## src/rtl/cap_pkg.sv

```systemverilog
package cap_pkg;
    typedef enum logic [1:0] {
        ST_IDLE = 2'd0,
        ST_PRE  = 2'd1,
        ST_POST = 2'd2,
        ST_DONE = 2'd3
    } cap_state_e;

    localparam logic [1:0] MODE_SINGLE  = 2'd0;
    localparam logic [1:0] MODE_REPEAT  = 2'd1;
    localparam logic [1:0] MODE_SEGMENT = 2'd2;
endpackage

```

## src/rtl/cap_mem.sv

```systemverilog
module cap_mem #(
    parameter int DATA_W = 8,
    parameter int ADDR_W = 6
) (
    input  logic              clk,
    input  logic              rst_n,
    input  logic              we,
    input  logic [ADDR_W-1:0] waddr,
    input  logic [DATA_W-1:0] wdata,
    input  logic              re,
    input  logic [ADDR_W-1:0] raddr,
    output logic [DATA_W-1:0] rdata
);
    localparam int DEPTH = 1 << ADDR_W;

    logic [DATA_W-1:0] store_q [DEPTH];

    always_ff @(posedge clk) begin
        if (we) begin
            store_q[waddr] <= wdata;
        end
    end

    // Readback is blanked while a capture is running.
    always_ff @(posedge clk or negedge rst_n) begin
        if (!rst_n) begin
            rdata <= '0;
        end else begin
            rdata <= re ? store_q[raddr] : '0;
        end
    end
endmodule

```

## src/rtl/cap_trig_latch.sv

```systemverilog
module cap_trig_latch #(
    parameter int ADDR_W      = 6,
    parameter int SEG_LOG_MAX = 2
) (
    input  logic                                clk,
    input  logic                                rst_n,
    input  logic                                clr,
    input  logic                                ld,
    input  logic [SEG_LOG_MAX-1:0]              ld_idx,
    input  logic [ADDR_W-1:0]                   ld_addr,
    output logic [(1<<SEG_LOG_MAX)-1:0]         hit,
    output logic [(1<<SEG_LOG_MAX)*ADDR_W-1:0]  addr
);
    localparam int NSEG = 1 << SEG_LOG_MAX;

    for (genvar g = 0; g < NSEG; g++) begin : g_seg
        always_ff @(posedge clk or negedge rst_n) begin
            if (!rst_n) begin
                hit[g]                  <= 1'b0;
                addr[g*ADDR_W +: ADDR_W] <= '0;
            end else if (clr) begin
                hit[g] <= 1'b0;
            end else if (ld && (ld_idx == SEG_LOG_MAX'(g))) begin
                hit[g]                  <= 1'b1;
                addr[g*ADDR_W +: ADDR_W] <= ld_addr;
            end
        end
    end
endmodule

```

## src/rtl/cap_ctrl.sv

```systemverilog
module cap_ctrl
    import cap_pkg::*;
#(
    parameter int ADDR_W      = 6,
    parameter int SEG_LOG_MAX = 2,
    parameter int SLW         = 2
) (
    input  logic                   clk,
    input  logic                   rst_n,
    input  logic                   arm,
    input  logic                   stop,
    input  logic [1:0]             cfg_mode,
    input  logic [ADDR_W:0]        cfg_post,
    input  logic [SLW-1:0]         cfg_seg_log,
    input  logic                   smp_valid,
    input  logic                   smp_store,
    input  logic                   trig,
    output logic                   wr_en,
    output logic [ADDR_W-1:0]      wr_addr,
    output logic                   tl_clr,
    output logic                   tl_ld,
    output logic [SEG_LOG_MAX-1:0] tl_idx,
    output logic                   armed,
    output logic                   done
);
    localparam logic [ADDR_W:0] FULL_LEN = (ADDR_W+1)'(1 << ADDR_W);

    cap_state_e             state_q, state_d;
    logic [1:0]             mode_q;
    logic [ADDR_W:0]        post_q;
    logic [SLW-1:0]         slog_q;
    logic [SEG_LOG_MAX-1:0] seg_q;
    logic [ADDR_W-1:0]      off_q;
    logic [ADDR_W:0]        fill_q;
    logic [ADDR_W:0]        pcnt_q;

    logic [SLW-1:0]         slog_eff;
    logic [ADDR_W:0]        seg_len;
    logic [ADDR_W:0]        pre_need;
    logic [ADDR_W-1:0]      off_mask;
    logic [ADDR_W-1:0]      base;
    logic [SEG_LOG_MAX:0]   nseg;
    logic                   last_seg;
    logic                   stored;
    logic                   trig_ok;
    logic                   seg_done;
    logic [ADDR_W:0]        pcnt_inc;
    cap_state_e             stop_tgt;

    // Geometry of the current segment
    always_comb begin
        slog_eff = (mode_q == MODE_SEGMENT) ? slog_q : '0;
        seg_len  = FULL_LEN >> slog_eff;
        pre_need = seg_len - post_q;
        off_mask = seg_len[ADDR_W-1:0] - 1'b1;
        base     = ADDR_W'(seg_q) << (ADDR_W - int'(slog_eff));
        nseg     = (SEG_LOG_MAX+1)'(1) << slog_eff;
        last_seg = ({1'b0, seg_q} == (nseg - 1'b1));
        stored   = smp_valid & smp_store;
        trig_ok  = (state_q == ST_PRE) && trig && (fill_q >= pre_need);
        pcnt_inc = pcnt_q + 1'b1;
        stop_tgt = (mode_q == MODE_REPEAT) ? ST_DONE : ST_IDLE;
    end

    // Next state
    always_comb begin
        state_d  = state_q;
        seg_done = 1'b0;
        unique case (state_q)
            ST_IDLE, ST_DONE: begin
                if (arm) state_d = ST_PRE;
            end
            ST_PRE: begin
                if (stop) begin
                    state_d = stop_tgt;
                end else if (trig_ok) begin
                    if ((post_q == '0) || (stored && (post_q == (ADDR_W+1)'(1)))) begin
                        seg_done = 1'b1;
                    end else begin
                        state_d = ST_POST;
                    end
                end
            end
            ST_POST: begin
                if (stop) begin
                    state_d = stop_tgt;
                end else if (stored && (pcnt_inc == post_q)) begin
                    seg_done = 1'b1;
                end
            end
            default: state_d = ST_IDLE;
        endcase
        if (seg_done) begin
            state_d = last_seg ? ST_DONE : ST_PRE;
        end
    end

    // State register
    always_ff @(posedge clk or negedge rst_n) begin
        if (!rst_n) state_q <= ST_IDLE;
        else        state_q <= state_d;
    end

    // Outputs
    always_comb begin
        armed   = (state_q == ST_PRE) || (state_q == ST_POST);
        done    = (state_q == ST_DONE);
        wr_en   = stored && !stop &&
                  (((state_q == ST_PRE) && !(trig_ok && (post_q == '0))) ||
                   (state_q == ST_POST));
        wr_addr = base | off_q;
        tl_clr  = arm && !armed;
        tl_ld   = trig_ok && !stop;
        tl_idx  = seg_q;
    end

    // Capture datapath counters
    always_ff @(posedge clk or negedge rst_n) begin
        if (!rst_n) begin
            mode_q <= MODE_SINGLE;
            post_q <= '0;
            slog_q <= '0;
            seg_q  <= '0;
            off_q  <= '0;
            fill_q <= '0;
            pcnt_q <= '0;
        end else if (tl_clr) begin
            mode_q <= cfg_mode;
            post_q <= cfg_post;
            slog_q <= cfg_seg_log;
            seg_q  <= '0;
            off_q  <= '0;
            fill_q <= '0;
            pcnt_q <= '0;
        end else begin
            if (wr_en) begin
                off_q <= (off_q + 1'b1) & off_mask;
                if (fill_q != seg_len) fill_q <= fill_q + 1'b1;
            end
            if (state_q == ST_PRE) begin
                pcnt_q <= (trig_ok && wr_en) ? (ADDR_W+1)'(1) : '0;
            end else if ((state_q == ST_POST) && wr_en) begin
                pcnt_q <= pcnt_inc;
            end
            if (seg_done) begin
                seg_q  <= seg_q + 1'b1;
                off_q  <= '0;
                fill_q <= '0;
                pcnt_q <= '0;
            end
        end
    end
endmodule

```

## src/rtl/cap_buf.sv

```systemverilog
module cap_buf #(
    parameter int DATA_W      = 8,
    parameter int ADDR_W      = 6,
    parameter int SEG_LOG_MAX = 2,
    localparam int NSEG       = 1 << SEG_LOG_MAX,
    localparam int SLW        = $clog2(SEG_LOG_MAX + 1)
) (
    input  logic                   clk,
    input  logic                   rst_n,
    input  logic                   arm,
    input  logic                   stop,
    input  logic [1:0]             cfg_mode,
    input  logic [ADDR_W:0]        cfg_post,
    input  logic [SLW-1:0]         cfg_seg_log,
    input  logic                   smp_valid,
    input  logic                   smp_store,
    input  logic [DATA_W-1:0]      smp_data,
    input  logic                   trig,
    input  logic [ADDR_W-1:0]      rd_addr,
    output logic [DATA_W-1:0]      rd_data,
    output logic                   armed,
    output logic                   done,
    output logic [NSEG-1:0]        seg_hit,
    output logic [NSEG*ADDR_W-1:0] seg_trig_addr
);
    logic                   wr_en;
    logic [ADDR_W-1:0]      wr_addr;
    logic                   tl_clr;
    logic                   tl_ld;
    logic [SEG_LOG_MAX-1:0] tl_idx;

    cap_ctrl #(
        .ADDR_W(ADDR_W), .SEG_LOG_MAX(SEG_LOG_MAX), .SLW(SLW)
    ) i_ctrl (
        .clk(clk), .rst_n(rst_n), .arm(arm), .stop(stop),
        .cfg_mode(cfg_mode), .cfg_post(cfg_post), .cfg_seg_log(cfg_seg_log),
        .smp_valid(smp_valid), .smp_store(smp_store), .trig(trig),
        .wr_en(wr_en), .wr_addr(wr_addr), .tl_clr(tl_clr), .tl_ld(tl_ld),
        .tl_idx(tl_idx), .armed(armed), .done(done)
    );

    cap_mem #(
        .DATA_W(DATA_W), .ADDR_W(ADDR_W)
    ) i_mem (
        .clk(clk), .rst_n(rst_n), .we(wr_en), .waddr(wr_addr),
        .wdata(smp_data), .re(!armed), .raddr(rd_addr), .rdata(rd_data)
    );

    cap_trig_latch #(
        .ADDR_W(ADDR_W), .SEG_LOG_MAX(SEG_LOG_MAX)
    ) i_tlat (
        .clk(clk), .rst_n(rst_n), .clr(tl_clr), .ld(tl_ld),
        .ld_idx(tl_idx), .ld_addr(wr_addr), .hit(seg_hit), .addr(seg_trig_addr)
    );
endmodule

```

## config.mk

```make
export PLATFORM = sky130hd
export DESIGN_NAME = cap_buf
export DESIGN_NICKNAME = d
export VERILOG_FILES = /design/src/rtl/cap_pkg.sv /design/src/rtl/cap_mem.sv /design/src/rtl/cap_trig_latch.sv /design/src/rtl/cap_ctrl.sv /design/src/rtl/cap_buf.sv
export SDC_FILE = /design/constraint.sdc
export NUM_CORES = 1
export LEC_CHECK = 0
export ABC_AREA = 1
export CAP_MARGIN = 20
export CORE_MARGIN = 2
export CORE_UTILIZATION = 40
export CTS_CLUSTER_DIAMETER = 80
export CTS_CLUSTER_SIZE = 24
export DETAILED_ROUTE_END_ITERATION = 6
export PLACE_DENSITY_LB_ADDON = 0.08
export SKIP_CTS_REPAIR_TIMING = 1
export SLEW_MARGIN = 20
export SYNTH_ARGS = -nofsm -noshare
export SYNTH_HDL_FRONTEND = slang
export SYNTH_SLANG_ARGS = --single-unit
```

## constraint.sdc

```tcl
create_clock -name clk -period 4.1 [get_ports clk]
set_input_delay 0.82 -clock clk [delete_from_list [all_inputs] [get_ports clk]]
set_output_delay 0.82 -clock clk [all_outputs]
set_load 0.01 [all_outputs]
```

=== Yosys cells after proc, flatten, opt, wreduce, memory -nomap -nowiden ===
Memories as Yosys holds them, arrays and structs flattened.
Cells that the tools add are included.

* Output and inout port bits: 38
* Input bits: 32
* RAM bits: 512
* Bits in registers: 71
* Memories: 1

* Bitwise operators: 4
* Reduce and logical (&&, ||, !) cells: 40
* Muxes and demuxes: 41
* Shift operators: 3
* Add/sub/neg operators: 8
* Order comparisons: 1
* Eq/ne operators: 16

{| class="wikitable"
|+ Memories
! name !! words !! bits a word !! rd ports !! clocked after Yosys merged registers in !! write ports !! RTL line !! source
|-
| i_mem.store_q || 64 || 8 || 1 || 0 || 1 || cap_mem.sv:16 || <nowiki>logic [DATA_W-1:0] store_q [DEPTH];</nowiki>
|}

{| class="wikitable"
|+ Operators with widths
! kind !! count
|-
| 7-bit two-way mux || 8
|-
| 2-bit by 32-bit << shifter with 6-bit output || 1
|-
| 2-bit two-way mux || 11
|-
| 6-bit two-way mux || 3
|-
| 1-bit logical AND || 16
|-
| 1-bit two-way mux || 16
|-
| 7-bit by 1-bit adder with 7-bit output, second input constant || 2
|-
| 2-bit equality test, second input constant || 5
|-
| 2-bit AND reduction || 5
|-
| 2-bit nonzero test || 5
|-
| 8-bit two-way mux || 1
|-
| 7-bit by 1-bit equality test with 1-bit output, second input constant || 1
|-
| 7-bit equality test || 1
|-
| 7-bit >= comparator || 1
|-
| 7-bit logical NOT || 1
|-
| 7-bit != test || 1
|-
| 7-bit by 2-bit >> shifter with 7-bit output, first input constant || 1
|-
| 7-bit subtractor || 1
|-
| 6-bit by 1-bit adder with 6-bit output, second input constant || 1
|-
| 6-bit bitwise AND || 1
|-
| 2-bit by 1-bit equality test with 1-bit output, second input constant || 3
|-
| 3-bit by 2-bit != test with 1-bit output, second input constant || 2
|-
| 6-bit bitwise OR || 1
|-
| 2-bit one-hot mux with 3 select lines || 1
|-
| other kinds (18) || 24
|}

=== Depth between registers and ports, before layout ===
Gate-level depths: netlist (run 1).

* Depth after elaboration: 16
* Mapped depth: 25

=== Modules after synthesis ===
From an unflattened synthesis (run 1), not the netlist that was laid out.

* Cells, all modules: 2,332
* Area, all modules: 25,251.7 um^2

{| class="wikitable"
|+ By module, submodules not included
! module !! instances !! seq. area each (um^2) !! cells each !! area an instance (um^2)
|-
| cap_mem || 1 || 15,574.9 || 1,806 || 21,307.9
|-
| cap_ctrl || 1 || 875.8 || 401 || 2,816.5
|-
| cap_trig_latch || 1 || 700.7 || 124 || 1,123.6
|-
| cap_buf || 1 || 0.0 || 1 || 3.8
|}

=== Least setup slack after synthesis (run 1) ===
No wires, ideal clock.

* Kind: register -> register
* Start: register i_ctrl.mode_q[1]
* End: memory i_mem.store_q[17][0], enable pin
* Arrival: 3,490 ps
* Buffers on the path: 1
* Cell stages (with the launch flop): 22
* Clock period less this slack: 3,861 ps
* Setup slack: 239 ps
* Cells stage by stage: dfrtp_1 -> nand3_1 -> inv_1 -> ha_1 -> ha_1 -> inv_1 -> o21ai_0 -> nand2_1 -> nand2_1 -> a21oi_1 -> xor2_1 -> ha_1 -> nand2_1 -> inv_1 -> a21oi_1 -> nand3_1 -> nand3_1 -> nand2_1 -> nand2_2 -> buf_4 -> nand4_1 -> nor2_1

* Longest elaborated chain between the ends: 13
* Elaborated cells on any way between the ends: 16
* Classes of those cells: add/sub (2); order compare (1); eq/ne (1); shift (2); mux (3); bitwise (1); reduce/logical (6)

{| class="wikitable"
|+ RTL lines
! item !! RTL line !! source
|-
| start, declared || cap_ctrl.sv:29 || <nowiki>logic [1:0] mode_q;</nowiki>
|-
| start signal, assigned || cap_ctrl.sv:128 || <nowiki>mode_q <= cfg_mode;</nowiki>
|-
| 2-bit equality test * || cap_ctrl.sv:52 || <nowiki>slog_eff = (mode_q == MODE_SEGMENT) ? slog_q : '0;</nowiki>
|-
| 2-bit two-way mux * || cap_ctrl.sv:52 ||
|-
| 7-bit by 2-bit >> shifter with 7-bit output || cap_ctrl.sv:53 || <nowiki>seg_len = FULL_LEN >> slog_eff;</nowiki>
|-
| 7-bit subtractor || cap_ctrl.sv:54 || <nowiki>pre_need = seg_len - post_q;</nowiki>
|-
| 7-bit >= comparator || cap_ctrl.sv:60 || <nowiki>trig_ok = (state_q == ST_PRE) && trig && (fill_q >= pre_need);</nowiki>
|-
| 1-bit logical AND || cap_ctrl.sv:60 ||
|-
| 1-bit logical AND || cap_ctrl.sv:109 || <nowiki>(((state_q == ST_PRE) && !(trig_ok && (post_q == '0))) ||</nowiki>
|-
| 1-bit logical NOT || cap_ctrl.sv:109 ||
|-
| 1-bit logical AND || cap_ctrl.sv:109 ||
|-
| 1-bit logical OR || cap_ctrl.sv:109 ||
|-
| 1-bit logical AND || cap_ctrl.sv:108 || <nowiki>wr_en = stored && !stop &&</nowiki>
|-
| 1-bit two-way mux || cap_mem.sv:19 || <nowiki>if (we) begin</nowiki>
|-
| 1-bit two-way mux (implied by the code) || cap_mem.sv:20 || <nowiki>store_q[waddr] <= wdata;</nowiki>
|-
| end, declared || cap_mem.sv:16 ||
|}

Every way passes the cells marked *; elsewhere a longest branch is shown, timed or not.

=== Final worst setup path (run 1) ===
* Start: register i_ctrl.mode_q[1]
* End: memory i_mem.store_q[26][6], enable pin

Same word-level chain as after synthesis.

==> results of run 1 <==
## placed cells by master, fill, tap and decap left out, types with 2 or more instances in the layout
cell type	instances
o21ai_0	225
o221ai_1	40
clkdlybuf4s50_1	57
ha_1	27
nand4_1	13
xnor2_1	5
xor2_1	4
dfrtp_1	71
o21ai_4	2
inv_1	84
o31ai_1	24
inv_2	12
nor2_2	12
nand2_2	6
nor2_4	36
clkbuf_1	8
clkinv_1	3
a21oi_1	65
edfxtp_1	512
clkbuf_16	37
nand3_1	177
buf_4	81
nand2_1	331
o211ai_1	43
clkinv_4	3
nor3_4	2
nor3_2	2
nand2_4	3
inv_6	4
o21ai_1	12
clkinv_8	2
nor2_1	287
buf_6	2
inv_4	2
buf_2	9
buf_12	8
## per-layer routing
metal	vias up	wire length, µm	global-route usage
met2	470	32320	0.3546
met5	-	0	0
met3	72	3505	0.02894
li1	7723	-	-
met1	8118	32430	0.3174
met4	0	1466	0.05325
## Yosys cell counts, types with 2 or more instances
master / number / area [µm²]
o21ai_4: 2 / 32.53
nor3_2: 2 / 20.02
dfrtp_1: 71 / 1777
ha_1: 28 / 350.3
nand2_2: 7 / 43.79
nand2_1: 331 / 1242
nand3_1: 177 / 885.9
inv_1: 86 / 322.8
inv_2: 13 / 48.80
xor2_1: 4 / 35.03
clkbuf_1: 54 / 202.7
clkinv_1: 3 / 11.26
buf_6: 15 / 168.9
o211ai_1: 43 / 322.8
buf_2: 34 / 170.2
o21ai_0: 226 / 1131
nor2_1: 327 / 1227
a21oi_1: 66 / 330.3
nor2_2: 7 / 43.79
xnor2_1: 5 / 43.79
buf_1: 6 / 22.52
buf_4: 9 / 67.56
nand2_4: 2 / 22.52
nand4_1: 13 / 81.33
o31ai_1: 24 / 180.2
o21ai_1: 11 / 55.05
o221ai_1: 40 / 350.3
nor3_4: 2 / 32.53
edfxtp_1: 512 / 15370
## per-stage QoR
| stage | setup TNS [ns] | power, mW | util |
|---|---|---|---|
| 2_1_floorplan | 0 | 7.989 | - |
| 3_3_place_gp | 0 | 8.755 | 0.4308 |
| 3_5_place_dp | -1.669 | 8.763 | 0.4308 |
| 4_1_cts | -0.9421 | 12.49 | 0.4487 |
| 5_1_grt | -0.1136 | 12.93 | 0.4539 |
| 6_report | 0 | 12.39 | 0.4539 |
## cell type report
class | instances | area [µm²] | area share
flip-flops and latches | 583 | 17150 | 0.6146
multi-input cells | 1331 | 6865 | 0.2460
repair buffers | 157 | 1406 | 0.05040
well taps | 790 | 988.4 | 0.03542
clock buffers | 45 | 955.9 | 0.03426
inverters | 102 | 397.9 | 0.01426
clock inverters | 13 | 140.1 | 0.005022
## final timing paths
check / start / endpoint / slack (ns) / cells past startpoint
worst max-delay path: i_ctrl.mode_q[1] / i_mem.store_q[26][6] / 0.28 / 23
max in group asynchronous: rst_n / i_tlat.addr[9] / 2.95 / 2
worst max register to register: i_ctrl.mode_q[1] / i_mem.store_q[26][6] / 0.28 / 23
worst min-delay path: rst_n / i_ctrl.post_q[3] / 0.29 / 1
min in group clk: i_tlat.addr[4] / i_tlat.addr[4] / 0.48 / 2
worst min register to register: i_tlat.addr[4] / i_tlat.addr[4] / 0.48 / 2
## where the power goes
group          leakage (nW)  total (mW)  internal (mW)  switching, mW
clock                 0.529        3.76           1.72           2.04
sequential             5.56        6.67           6.58         0.0927
combinational          3.75        1.96          0.622           1.34
## logic make-up (layout without fill, tap and decap cells)
kind of cell               Yosys count  in the layout  share of synthesized area
DFF                                583            583                     0.6930
AOI/OAI and AO/OA                  418            418                    0.09979
xor gates and xnor gates             9              9                   0.003185
muxes                                1              1                  0.0004549
buffers and inverters              221            317                    0.04120
adders and majority gates           28             28                    0.01416
and+or+nand+nor                    875            875                     0.1482
## flip-flops by register name, indices dropped and copies added (netlist names), 4 cells and up
name / cells
i_mem.store_q: 512
i_tlat.addr: 24
i_mem.rdata: 8
i_ctrl.fill_q: 7
i_ctrl.pcnt_q: 7
i_ctrl.post_q: 7
i_ctrl.off_q: 6
i_tlat.hit: 4
## critical path, stage by stage (launching register included)
cell and delay [ns]:
dfrtp_1 0.43, nand3_1 0.12, inv_1 0.06, buf_4 0.13, ha_1 0.23, ha_1 0.30
nand2_1 0.07, nand2_1 0.06, a21oi_2 0.13, xor2_1 0.17, ha_1 0.26, nand2_1 0.08
inv_1 0.04, a21oi_1 0.14, nand3_1 0.12, nand3_1 0.09, nand2_1 0.09, nand2_4 0.11
buf_4 0.13, nand4_1 0.10, buf_4 0.22, buf_4 0.16, nor2_2 0.15, buf_6 0.17
==> flow_summary.yaml, run 1 <==
finish:
  antennaDiodeCount: 0
  nFillCells: 5709
  drive_gt1_frac: 0.1067
  stdcell_count: 3021
  final_nets: 2269
  finalInstanceArea_mm2: 0.02791
  areaGrowthSynthToFinish_pct: 12.75
synthesis:
  synth-main-ff-cell: "edfxtp_1"
  syn_nets: 2195
  yosysWarnings: 0
  yosysSeqAreaShare: 0.6930
  synth_cell_types: 44
  avgSynthCellArea_um2: 11.59
  async_flop_share: 0.1218
  synth-edff-count: 512
  syn_area_mm2: 0.02475
  synth_seq_cells: 583
  synth_cells: 2135
global_route:
  grt_pass1_vias: 16090
  grt_max_degree: 87
  antenna_found_initial: 0
  grt_overflow: 0
  grt_pass1_wl_um: 104200
  grt_usage: 0.2202
timing:
  setup_viol_count_final: 0
  hold_viol: 0
  grt_setup_unrepaired: "yes"
  fmaxAchievable_ghz: 0.2620
  holdWs_ns: 0.2918
  final.setup.worst_slack_ns: 0.2838
  tightest_slew_ns: 1.003
  fin_crit_ns: 3.816
  relSlewSlack: 0.3312
  finalClockSkew_ns: 0.03636
  fin_crit_sh: 0.9308
  final-max-slew-violation-count: 0
worst_setup_path:
  cp_max_fo: 8
  worstSetupStartpointType: "flop"
  end_kind: "flop"
  crit_arrival_ns: 4.12
  critical_path_class: "flop to flop"
  required_ns: 4.40
detailed_routing:
  drc: 0
  drtIter0Drc: 1533
  vias_per_cell: 5.423
  routedWlPerCell_um: 23.08
  vias: 16380
  wl_um: 69720
  postRouteAntennaNets: 0
  dr.pass1.iters: 5
clock_tree:
  cts_max_path_buffers: 3
  cts_root_buffer: "clkbuf_16"
  cts.sinks: 583
  cts_tree: "yes"
  cts.clk_slew.worst_paths_ns: 0.09
  cts_buffers: 34
  htreeDepth: 2
  clock_latency_ns: 0.59
place:
  dp_slack_ns: -0.05135
  dp_hpwl_um: 44670
  dpl_cell_area_mm2: 0.02649
  dp.cells: 2960
  gp_congestion: 0.8783
  io_buffers: 69
run_status:
  status: "completed"
job:
  drv_cap: 0
pwr:
  leakage_nw: 9.841
  pwr_density_cell_mw_per_mm2: 444.1
  peakVddDrop_mv: 0.3978
floorplanning:
  die_area_mm2: 0.06388
  ios: 70
  dieHeight_um: 252.7
  die_w_um: 252.7
  core_area_mm2: 0.06148
  num_rows: 91
  start_util: 0.4025
hold_path:
  hp-class: "input port to async pin"
Note: power is estimated with default switching activity, not from simulation.
==> inputs of run 2 (changes only) <==
--- a/config.mk
+++ b/config.mk
@@ -7,6 +7,8 @@
 export LEC_CHECK = 0
 export ABC_AREA = 1
 export CAP_MARGIN = 20
+export CELL_PAD_IN_SITES_DETAIL_PLACEMENT = 0
+export CELL_PAD_IN_SITES_GLOBAL_PLACEMENT = 1
 export CORE_MARGIN = 2
 export CORE_UTILIZATION = 40
 export CTS_CLUSTER_DIAMETER = 80
==> flow_summary.yaml, run 2 (synthesized netlist as in run 1, its figures left out) <==
run_status:
  status: "completed"
detailed_routing:
  wl_um: 70760
  postRouteAntennaNets: 0
  vias_per_cell: 5.414
  drc: 0
  vias: 16490
  drtIter0Drc: 1484
  dr.pass1.iters: 5
  routedWlPerCell_um: 23.24
global_route:
  gr-max-usage-layer: "met2"
  grt_pass1_vias: 16370
  grt_max_degree: 89
  grt_pass1_wl_um: 105700
  grt_usage: 0.2245
  met3_usage: 0.03594
  antenna_found_initial: 0
  grt_overflow: 0
  grt_use_met1: 0.3009
  grt_util_met2: 0.3731
clock_tree:
  cts_buffers: 36
  clock_latency_ns: 0.58
  cts.sinks: 583
  cts_max_path_buffers: 3
  cts_root_buffer: "clkbuf_16"
  cts.clk_slew.worst_paths_ns: 0.09
  cts_tree: "yes"
  htreeDepth: 2
floorplanning:
  ios: 70
  start_util: 0.4025
  num_rows: 91
  dieHeight_um: 252.7
  die_w_um: 252.7
  core_area_mm2: 0.06148
  die_area_mm2: 0.06388
finish:
  areaGrowthSynthToFinish_pct: 13.10
  ff_latch_area_mm2: 0.01715
  final_nets: 2290
  finalInstanceArea_mm2: 0.02799
  drive_gt1_frac: 0.1047
  layout_common_cells: "edfxtp_1 (512), nand2_1 (331), nor2_1 (325)"
  top_register: "i_mem.store_q"
  reg_top3: "i_mem.store_q x512, i_tlat.addr x24, i_mem.rdata x8"
  largest_reg_flops: 512
  antennaDiodeCount: 0
  multi_input_area_mm2: 0.006650
  layout.cells.most_common: "edfxtp_1"
  nFillCells: 5724
worst_setup_path:
  worstSetupStartpointType: "flop"
  reg2reg_depth: 22
  ff2ff_setup_slack_ns: 0.19
  critical-path-slowest-cell: "dfrtp_1"
  cp_max_fo: 8
  critPathMaxStageDelay_ns: 0.37
  critical_path_class: "flop to flop"
  timing.rr.start: "i_ctrl.mode_q[0]"
  crit_path_cell_trace: "inv_2, nand3_4, buf_4, ha_1, ha_4, nand2_1, nand2_1, a21oi_1, xor2_1, ha_1, nand2_1, inv_1, a21oi_1, nand3_1, nand3_1, nand2_1, nand2_4, clkinvlp_4, nor3_4, clkinv_4, nor2_1, buf_4"
  critPathMostFrequentCell: "nand2_1"
  required_ns: 4.39
  end_kind: "flop"
  timing.rr.end: "i_mem.store_q[14][6]"
  crit_arrival_ns: 4.20
pwr:
  power.total_mw: 12.63
  pwr_density_cell_mw_per_mm2: 451.1
  leakage_nw: 10.01
  peakVddDrop_mv: 0.7005
job:
  drv_cap: 0
timing:
  finalClockSkew_ns: 0.02191
  relSlewSlack: 0.3621
  final-max-slew-violation-count: 0
  tightest_slew_ns: 0.9568
  hold_viol: 0
  fmaxAchievable_ghz: 0.2560
  final.setup.worst_slack_ns: 0.1939
  tns_ns: 0
  fin_crit_sh: 0.9527
  fin_crit_ns: 3.906
  setup_viol_count_final: 0
place:
  io_buffers: 69
  dpl_cell_area_mm2: 0.02668
  gp_congestion: 0.8244
  dp_slack_ns: 0.02381
  dp_hpwl_um: 45070
hold_path:
  hp-class: "input port to async pin"
==> run 2: stage by stage <==
step	util	cells	hold WS, ns
after CTS	0.4532	3039	0.3644
after global routing	0.4553	3045	0.3922
final	0.4553	3045	0.3561
after global placement	0.4339	2976	0.4639
after floorplan	-	2135	0.4495
after detailed placement	0.4339	2976	0.4678
==> run 2: power breakdown <==
group	total, mW	internal (mW)	switching, mW
registers	6.69	6.58	0.105
logic	1.99	0.627	1.36
clock network	3.95	1.82	2.13
total	12.6	9.03	3.60
==> run 2: worst max-delay path, delay by kind of cell, from the launching register on <==
kind	cells	cell delay (ns)
AND/OR/NAND/NOR	10	1.14
adder cells (fa/ha/maj)	3	0.76
buffers and inverters	6	0.87
AO/OA/AOI/OAI	2	0.29
flip-flops	1	0.37
XOR/XNOR	1	0.17
==> run 2: per-layer routing <==
layer,part of all wire,up-vias
met4,0.032,0
met1,0.43,8162
met2,0.48,461
li1,-,7758
met5,0,-
met3,0.053,104
==> run 2: cell type report <==
| class | instances | share of cell area |
|---|---|---|
| well taps | 790 | 0.03531 |
| clock buffers | 44 | 0.03549 |
| clock inverters | 19 | 0.006928 |
| inverters | 102 | 0.01435 |
| multi-input cells | 1331 | 0.2376 |
| repair buffers | 176 | 0.05761 |
| flip-flops and latches | 583 | 0.6127 |
==> run 2: worst max-delay path by stage <==
stage          slack, ns             start  depth (start not counted)                    to
2_1_floorplan       0.24  i_ctrl.mode_q[1]                         21  i_mem.store_q[17][0]
3_3_place_gp        0.05  i_ctrl.mode_q[1]                         22  i_mem.store_q[63][1]
3_5_place_dp        0.02  i_ctrl.mode_q[1]                         22  i_mem.store_q[63][5]
4_1_cts            0.003  i_ctrl.mode_q[1]                         22  i_mem.store_q[63][1]
5_1_grt            -0.05  i_ctrl.mode_q[0]                         22   i_mem.store_q[6][1]
6_report            0.19  i_ctrl.mode_q[0]                         22  i_mem.store_q[14][6]
==> inputs of run 3 (changes only) <==
--- a/config.mk
+++ b/config.mk
@@ -15,6 +15,7 @@
 export CTS_CLUSTER_SIZE = 24
 export DETAILED_ROUTE_END_ITERATION = 6
 export PLACE_DENSITY_LB_ADDON = 0.08
+export REMOVE_ABC_BUFFERS = 1
 export SKIP_CTS_REPAIR_TIMING = 1
 export SLEW_MARGIN = 20
 export SYNTH_ARGS = -nofsm -noshare
==> flow_summary.yaml, run 3 (synthesized netlist as in run 1, its figures left out) <==
finish:
  final_nets: 2293
  nFillCells: 5801
  reg_top3: "i_mem.store_q x512, i_tlat.addr x24, i_mem.rdata x8"
  largest_reg_flops: 512
  antennaDiodeCount: 0
  areaGrowthSynthToFinish_pct: 12.46
  top_register: "i_mem.store_q"
  layout.cells.most_common: "edfxtp_1"
  drive_gt1_frac: 0.09663
  layout_common_cells: "edfxtp_1 (512), nand2_1 (331), nor2_1 (327)"
detailed_routing:
  postRouteAntennaNets: 0
  dr.pass1.iters: 5
  vias_per_cell: 5.362
  drtIter0Drc: 1403
  vias: 16330
  wl_um: 70400
  routedWlPerCell_um: 23.11
  drc: 0
timing:
  tightest_slew_ns: 1.038
  fin_crit_sh: 0.9233
  grt_setup_unrepaired: "yes"
  finalClockSkew_ns: 0.02420
  final.setup.worst_slack_ns: 0.3146
  hold_viol: 0
  fin_crit_ns: 3.785
  final-max-slew-violation-count: 0
  relSlewSlack: 0.3077
  setup_viol_count_final: 0
  fmaxAchievable_ghz: 0.2642
clock_tree:
  cts_tree: "yes"
  clock_latency_ns: 0.58
  cts.sinks: 583
  cts_max_path_buffers: 3
  cts_root_buffer: "clkbuf_16"
  cts_buffers: 34
  cts.clk_slew.worst_paths_ns: 0.10
  htreeDepth: 2
floorplanning:
  die_w_um: 252.7
  die_area_mm2: 0.06388
  num_rows: 91
  start_util: 0.4025
  dieHeight_um: 252.7
  core_area_mm2: 0.06148
  ios: 70
worst_setup_path:
  cp_max_fo: 8
  worstSetupStartpointType: "flop"
  critical_path_class: "flop to flop"
  crit_path_cell_trace: "nand3_1, inv_1, ha_1, ha_1, inv_1, o21ai_2, nand2_1, nand2_1, a21oi_1, xor2_1, ha_1, nand2_1, inv_1, a21oi_1, nand3_1, nand3_1, nand2_1, nand2_2, inv_1, nor3_4, inv_2, nor2_2"
  end_kind: "flop"
  critical-path-slowest-cell: "dfrtp_1"
  critPathMaxStageDelay_ns: 0.43
  crit_arrival_ns: 4.03
  required_ns: 4.35
place:
  dp_hpwl_um: 44820
  dp_slack_ns: -0.2115
  io_buffers: 69
  gp_congestion: 0.8192
global_route:
  grt_pass1_wl_um: 104800
  grt_usage: 0.2231
  grt_overflow: 0
  antenna_found_initial: 1
  grt_max_degree: 142
  grt_pass1_vias: 16150
pwr:
  peakVddDrop_mv: 0.2951
  leakage_nw: 9.980
  power.total_mw: 12.37
  pwr_density_cell_mw_per_mm2: 444.6
run_status:
  status: "completed"
job:
  drv_cap: 0
hold_path:
  hp-class: "input port to async pin"
run 3: cell count changes in the layout (fill, tap and decap cells not counted), moves of 3 or more:
| cell | change |
|---|---|
| buf_12 | -3 |
| buf_4 | +5 |
| clkbuf_1 | +6 |
| clkinv_4 | -10 |
| ha_1 | +3 |
| inv_1 | +5 |
| nor2_4 | -3 |
run 3: where the power goes:
part           internal (mW)  switching (mW)
sequential              6.58          0.0989
combinational          0.610            1.33
clock                   1.74            2.01
total                   8.93            3.44
run 3: through the flow:
step | hold WS (ns) | utilization | std cells | instance area, µm² | setup TNS [ns]
finish | 0.3335 | 0.4527 | 3046 | 27830 | 0
global placement | 0.4537 | 0.4343 | 2985 | 26700 | -12.16
CTS | 0.3786 | 0.4520 | 3044 | 27790 | -10.41
detailed placement | 0.4689 | 0.4343 | 2985 | 26700 | -10.41
floorplan | 0.4495 | - | 2016 | 24110 | -1.856
global route | 0.3844 | 0.4527 | 3046 | 27830 | -0.3820
run 3: area by class of cell:
| type | instances | area [µm²] | share of cell area |
|---|---|---|---|
| clock inverter | 11 | 100.1 | 0.003596 |
| timing repair buffer | 181 | 1622 | 0.05826 |
| inverter | 102 | 390.4 | 0.01403 |
| clock buffer | 48 | 988.4 | 0.03551 |
| multi-input combinational | 1331 | 6593 | 0.2369 |
| sequential | 583 | 17150 | 0.6162 |
| tap | 790 | 988.4 | 0.03551 |
run 3: worst paths after layout:
kind                                   from              endpoint  slack [ns]  depth (start not counted)
max                        i_ctrl.mode_q[1]  i_mem.store_q[23][1]        0.31                         22
min                                   rst_n      i_ctrl.post_q[6]        0.33                          1
max reg2reg                i_ctrl.mode_q[1]  i_mem.store_q[23][1]        0.31                         22
min reg2reg                 i_tlat.addr[16]       i_tlat.addr[16]        0.49                          2
max in group asynchronous             rst_n      i_ctrl.pcnt_q[4]        3.03                          2
min in group clk                smp_data[7]   i_mem.store_q[2][7]        0.47                          1
run 3: routing by layer:
layer | vias to the layer above | track usage | share of wire
li1 | 7758 | - | -
met1 | 8074 | 0.3105 | 0.45
met2 | 411 | 0.3666 | 0.48
met3 | 87 | 0.03368 | 0.048
met4 | 2 | 0.05833 | 0.025
met5 | - | 0 | 0.00023
run 3: worst max-delay path, delay by kind of cell (launching register included):
kind	cells	cell delay (ns)
flops	1	0.43
fa+ha+maj	3	0.82
buf+inv	5	0.48
simple gates	10	1.24
xor+xnor	1	0.14
compound gates	3	0.35
